--- config.mk ---
export PLATFORM = sky130hd
export DESIGN_NAME = tone_burst_seq
export DESIGN_NICKNAME = d
export VERILOG_FILES = /design/src/rtl/tbs_pkg.sv /design/src/rtl/tbs_timer.sv /design/src/rtl/tbs_fsm.sv /design/src/rtl/tbs_group_sel.sv /design/src/rtl/tone_burst_seq.sv
export SDC_FILE = /design/constraint.sdc
export NUM_CORES = 1
export LEC_CHECK = 0
export BUFFER_PORTS_ARGS = -buffer_cell sky130_fd_sc_hd__buf_2
export CAP_MARGIN = 40
export CORE_MARGIN = 1
export CORE_UTILIZATION = 54
export CTS_CLUSTER_DIAMETER = 80
export DETAILED_ROUTE_END_ITERATION = 10
export PLACE_DENSITY = 0.86
export SYNTH_ARGS = -nofsm -noshare
export SYNTH_HDL_FRONTEND = slang
export SYNTH_SLANG_ARGS = --single-unit
--- constraint.sdc ---
create_clock -name clk_i -period 2.3 [get_ports clk_i]
set_input_delay 0.23 -clock clk_i [delete_from_list [all_inputs] [get_ports clk_i]]
set_output_delay 0.23 -clock clk_i [all_outputs]
set_load 0.01 [all_outputs]
--- src/rtl/tbs_pkg.sv ---
package tbs_pkg;
  typedef enum logic [1:0] {
    ST_IDLE  = 2'd0,
    ST_BURST = 2'd1,
    ST_PAUSE = 2'd2
  } seq_state_e;
endpackage

--- src/rtl/tbs_timer.sv ---
module tbs_timer #(
  parameter int unsigned BASE_TICKS = 51,
  parameter int unsigned CNT_W      = $clog2(2 * BASE_TICKS + 1)
) (
  input  logic clk_i,
  input  logic rst_ni,
  input  logic start_i,
  input  logic reload_i,
  input  logic run_i,
  input  logic cp_i,
  input  logic tick_i,
  output logic expire_o
);
  localparam logic [CNT_W-1:0] LEN_SHORT = CNT_W'(BASE_TICKS);
  localparam logic [CNT_W-1:0] LEN_LONG  = CNT_W'(2 * BASE_TICKS);

  logic [CNT_W-1:0] len_q, cnt_q;

  always_ff @(posedge clk_i or negedge rst_ni) begin
    if (!rst_ni) begin
      len_q <= LEN_SHORT;
      cnt_q <= '0;
    end else if (start_i) begin
      len_q <= cp_i ? LEN_LONG : LEN_SHORT;
      cnt_q <= cp_i ? LEN_LONG : LEN_SHORT;
    end else if (reload_i) begin
      cnt_q <= len_q;  // pause reuses the latched burst length
    end else if (run_i && tick_i && cnt_q != '0) begin
      cnt_q <= cnt_q - 1'b1;
    end
  end

  assign expire_o = run_i && tick_i && (cnt_q == CNT_W'(1));


  len_legal_chk: assert property (@(posedge clk_i) disable iff (!rst_ni)
    (len_q == LEN_SHORT) || (len_q == LEN_LONG));

  cnt_bound_chk: assert property (@(posedge clk_i) disable iff (!rst_ni)
    cnt_q <= len_q);

  len_hold_chk: assert property (@(posedge clk_i) disable iff (!rst_ni)
    (run_i && !start_i) |=> $stable(len_q));
endmodule

--- src/rtl/tbs_fsm.sv ---
module tbs_fsm
  import tbs_pkg::*;
(
  input  logic       clk_i,
  input  logic       rst_ni,
  input  logic       wr_i,
  input  logic       burst_n_i,
  input  logic       expire_i,
  output seq_state_e state_o,
  output logic       start_o,
  output logic       reload_o,
  output logic       run_o,
  output logic       ready_o
);
  seq_state_e state_q, state_d;
  logic       ready_q;

  assign start_o  = (state_q == ST_IDLE) && !burst_n_i && wr_i;
  assign reload_o = (state_q == ST_BURST) && expire_i;
  assign run_o    = (state_q != ST_IDLE);

  always_comb begin
    state_d = state_q;
    if (burst_n_i) begin
      state_d = ST_IDLE;
    end else begin
      unique case (state_q)
        ST_IDLE:  if (start_o)  state_d = ST_BURST;
        ST_BURST: if (expire_i) state_d = ST_PAUSE;
        ST_PAUSE: if (expire_i) state_d = ST_IDLE;
        default:                state_d = ST_IDLE;
      endcase
    end
  end

  always_ff @(posedge clk_i or negedge rst_ni) begin
    if (!rst_ni) begin
      state_q <= ST_IDLE;
      ready_q <= 1'b0;
    end else begin
      state_q <= state_d;
      ready_q <= !burst_n_i && (state_q == ST_PAUSE) && expire_i;
    end
  end

  assign state_o = state_q;
  assign ready_o = ready_q;


  ready_after_pause_chk: assert property (@(posedge clk_i) disable iff (!rst_ni)
    ready_q |-> ($past(state_q) == ST_PAUSE));

  busy_wr_ignored_chk: assert property (@(posedge clk_i) disable iff (!rst_ni)
    (state_q == ST_BURST && wr_i && !expire_i && !burst_n_i) |=> (state_q == ST_BURST));

  ready_single_chk: assert property (@(posedge clk_i) disable iff (!rst_ni)
    ready_q |=> !ready_q);
endmodule

--- src/rtl/tbs_group_sel.sv ---
module tbs_group_sel (
  input  logic active_i,
  input  logic single_i,
  input  logic col_i,
  output logic low_o,
  output logic high_o
);
  assign low_o  = active_i && !(single_i && col_i);
  assign high_o = active_i && !(single_i && !col_i);


  always_comb begin
    single_excl_chk: assert (!(single_i && low_o && high_o));
  end
endmodule

--- src/rtl/tone_burst_seq.sv ---
module tone_burst_seq
  import tbs_pkg::*;
#(
  parameter int unsigned BASE_TICKS = 51
) (
  input  logic clk_i,
  input  logic rst_ni,
  input  logic tick_i,
  input  logic wr_i,
  input  logic burst_n_i,
  input  logic cp_mode_i,
  input  logic single_i,
  input  logic col_i,
  input  logic tone_on_i,
  output logic low_en_o,
  output logic high_en_o,
  output logic ready_o
);
  localparam int unsigned CNT_W = $clog2(2 * BASE_TICKS + 1);

  seq_state_e state;
  logic       start, reload, run, expire, active;

  tbs_fsm u_fsm (
    .clk_i    (clk_i),
    .rst_ni   (rst_ni),
    .wr_i     (wr_i),
    .burst_n_i(burst_n_i),
    .expire_i (expire),
    .state_o  (state),
    .start_o  (start),
    .reload_o (reload),
    .run_o    (run),
    .ready_o  (ready_o)
  );

  tbs_timer #(
    .BASE_TICKS(BASE_TICKS),
    .CNT_W     (CNT_W)
  ) u_timer (
    .clk_i   (clk_i),
    .rst_ni  (rst_ni),
    .start_i (start),
    .reload_i(reload),
    .run_i   (run),
    .cp_i    (cp_mode_i),
    .tick_i  (tick_i),
    .expire_o(expire)
  );

  assign active = burst_n_i ? tone_on_i : (state == ST_BURST);

  tbs_group_sel u_grp (
    .active_i(active),
    .single_i(single_i),
    .col_i   (col_i),
    .low_o   (low_en_o),
    .high_o  (high_en_o)
  );


  pause_silent_chk: assert property (@(posedge clk_i) disable iff (!rst_ni)
    (state == ST_PAUSE && !burst_n_i) |-> !(low_en_o || high_en_o));

  no_ready_cont_chk: assert property (@(posedge clk_i) disable iff (!rst_ni)
    $past(burst_n_i) |-> !ready_o);
endmodule

==> reports/metrics.yaml <==
critical_path:
  critPathLaunchType: "flop"
  crit_chain: "or4_4 > nor3_1 > or3b_2 > a21oi_1"
  cp_num_buf_inv: 0
  reg2reg_from: "u_timer.cnt_q[2]$_DFFE_PN0P_"
  r2r-end: "u_fsm.state_o[1]$_DFFE_PN0P_"
  critPathMaxStageDelay_ns: 0.59
  cp.required_ns: 2.47
  crit_arrival_ns: 2.09
  rr_worst_depth: 4
  critical-path-top-delay-family: "simple AND/OR/NAND/NOR gates"
  crit_path_end_kind: "flop"
  crit_path_top_delay_cell: "or4_4"
  r2r_setup_slack_ns: 0.37
  crit_type: "reg -> reg"
  critPathMaxFanout: 7
worst_hold_path:
  holdPathStages: 2
  min_from: "burst_n_i"
  hold_end: "u_fsm.state_o[1]$_DFFE_PN0P_"
  hp-class: "in -> reg"
drt:
  wl_per_cell_um: 16.19
  num_vias: 732
  route.detailed.drc: 0
  dr.first_iter.drc_count: 37
  routed_wl_mm: 1.862
  ant_nets: 0
  first_pass_iters: 5
  via_per_inst: 6.365
cells_and_area:
  register_area_um2: 301.5
  final_layout_size_suffix_gt1_share_pct: 26.00
  antenna_cells: 0
  final_util_pct: 69.05
  area_growth_syn_to_layout_pct: 15.15
  nNetsFinal: 113
  final_cell_mix: "buf_2, dfrtp_1, nand2_1"
  n_fill_cell: 112
  fin_area_um2: 932.1
  multi_input_area_um2: 480.5
timing:
  final_hold_viol_count: 0
  setup_slack_ns: 0.3724
  slew_viol_final: 0
  worst_clock_skew_ns: 0.002476
  fmax_mhz: 518.8
  rsz0062_at_grt: "no"
  fin_crit_sh_pct: 83.81
  timing.slew.headroom_pct: 63.85
  layout_min_cycle_time_ns: 1.928
  worstMarginPinSlew_ns: 0.5380
  fin_tns_setup_ns: 0
  finalSetupViolCount: 0
placement:
  io_buffers: 11
  gp_congestion: 0.8726
  preCtsSetupSlack_ns: 0.4231
  placed_area_um2: 885.9
  dp_hpwl_mm: 1.317
yosys:
  synthFlopType: "dfrtp_1"
  synth_cells: 84
  ys_seq_area_share_pct: 37.25
  synthesis.area_um2: 809.5
  synth_edf_count: 0
  ys_seq_elements: 12
  yosysUniqueCellTypes: 42
  async_flop_share_pct: 100.0
  yosysWarnings: 0
  syn_avg_cell_area_um2: 9.637
  syn_nets: 96
clocking:
  root_buffer: "clkbuf_4"
  post_cts_buffers: 0
  insertion_delay_ns: 0.27
  cts_num_sinks: 12
  cts-root-to-sink-buffers: 2
  cts_inserted_buffers: 3
  clk_pin_slew_ns: 0.08
  cts_tree: "built"
  htreeDepth: 1
global_route:
  grt_pass1_wl_mm: 2.594
  antenna_found_initial: 0
  grt_max_degree: 13
  overflow: 0
  grt_usage_pct: 24.69
  grt_pass1_vias: 610
run:
  drv_cap: 0
power_and_ir_drop:
  finalPower_uw: 731.7
  vdd_drop_max_uv: 476.3
  powerDensity_nw_per_um2: 785.0
  p_leak_nw: 0.3983
floorplan:
  die_x_um: 40.72
  rows: 13
  die_area_um2: 1658
  core-area_um2: 1350
  initial_core_util_pct: 59.96
  num_io_pins: 12
  die_h_um: 40.72
run_status:
  status: "completed"
==> stage by stage <==
step | hold slack [ns] | cells
2_1_floorplan | -0.06559 | 84
3_3_place_gp | 0.1199 | 110
3_5_place_dp | 0.1168 | 110
4_1_cts | 0.1829 | 115
5_1_grt | 0.2172 | 115
6_report | 0.1975 | 115
==> cells in the mapped netlist (2+ instances only) <==
master    number  share of area [%]
a21o_1         2                1.9
inv_1          4                1.9
a31oi_1        2                1.5
nand3b_1       2                1.9
a22oi_1        3                2.8
dfrtp_1       11                 34
o211ai_1       2                1.9
o21ai_0        3                1.9
nand2_1        6                2.8
o32a_1         2                2.5
nand3_1        3                1.9
a211oi_1       2                1.9
nor3_1         4                2.5
nor2_1         3                1.4
nor3b_1        2                1.9
a21oi_1        5                3.1
ha_1           3                4.6
==> flip-flops by register name, summed over array words and instances (netlist names) <==
signal,count
u_timer.len_q,2
u_fsm.state_o,2
u_timer.cnt_q,7
u_fsm.ready_o,1
==> worst register-to-register path: cells and delay by family, from the launching register on <==
family             cells  cell delay (ns)
AOI/OAI and AO/OA      1             0.06
DFF                    1             0.45
and+or+nand+nor        3             1.31
==> kinds of logic (layout without fill, tap and decap cells) <==
logic type / Yosys count / count (layout) / share of synthesized area, %
simple gates: 37 / 37 / 32.00
compound gates: 24 / 24 / 20.40
flops: 12 / 12 / 37.25
buf+inv: 6 / 22 / 3.400
fa+ha+maj: 3 / 3 / 4.637
xor+xnor: 1 / 1 / 1.082
mux: 1 / 1 / 1.237
==> layout make-up <==
type / count / share of cell area, %
Multi-Input combinational cell: 66 / 51.54
Sequential cell: 12 / 32.35
Timing Repair Buffer: 14 / 8.591
Clock buffer: 4 / 3.893
Tap cell: 15 / 2.013
Inverter: 4 / 1.611
==> report_power, final <==
part / switching [mW] / total, mW / internal (mW) / leakage (nW)
Sequential: 0.0804 / 0.345 / 0.265 / 0.142
Clock: 0.0727 / 0.169 / 0.0962 / 0.0210
Combinational: 0.114 / 0.218 / 0.104 / 0.235
Total: 0.267 / 0.732 / 0.465 / 0.398
==> metal layers <==
layer  share of wire (%)  wire [um]  global-route usage, %  vias to the layer above
met4                 3.9         72                  16.67                        0
met3                 7.6        141                  4.891                       11
met1                  44        816                  29.83                      322
met2                  45        831                  39.29                       39
met5                   0          0                      0                        -
li1                    -          -                      -                      360
==> repair_timing <==
item / in CTS / in global routing
gates resized for setup: 0 / 0
hold endpoints to repair: 11 / 0
hold buffers: 1 / 0
==> how the worst max path moves through the flow <==
stage,startpoint,to,slack [ns],cells after the start
finish,u_timer.cnt_q[2]$_DFFE_PN0P_,u_fsm.state_o[1]$_DFFE_PN0P_,0.37,4
detailed placement,u_timer.cnt_q[0]$_DFFE_PN0P_,u_timer.cnt_q[6]$_DFFE_PN0P_,0.42,6
global placement,u_timer.cnt_q[0]$_DFFE_PN0P_,u_timer.cnt_q[6]$_DFFE_PN0P_,0.38,6
floorplan,u_timer.cnt_q[2]$_DFFE_PN0P_,u_timer.cnt_q[6]$_DFFE_PN0P_,0.62,4
global route,u_timer.cnt_q[0]$_DFFE_PN0P_,u_timer.cnt_q[6]$_DFFE_PN0P_,0.23,6
CTS,u_timer.cnt_q[0]$_DFFE_PN0P_,u_timer.cnt_q[6]$_DFFE_PN0P_,0.41,6
(Power assumes the default switching activity.)
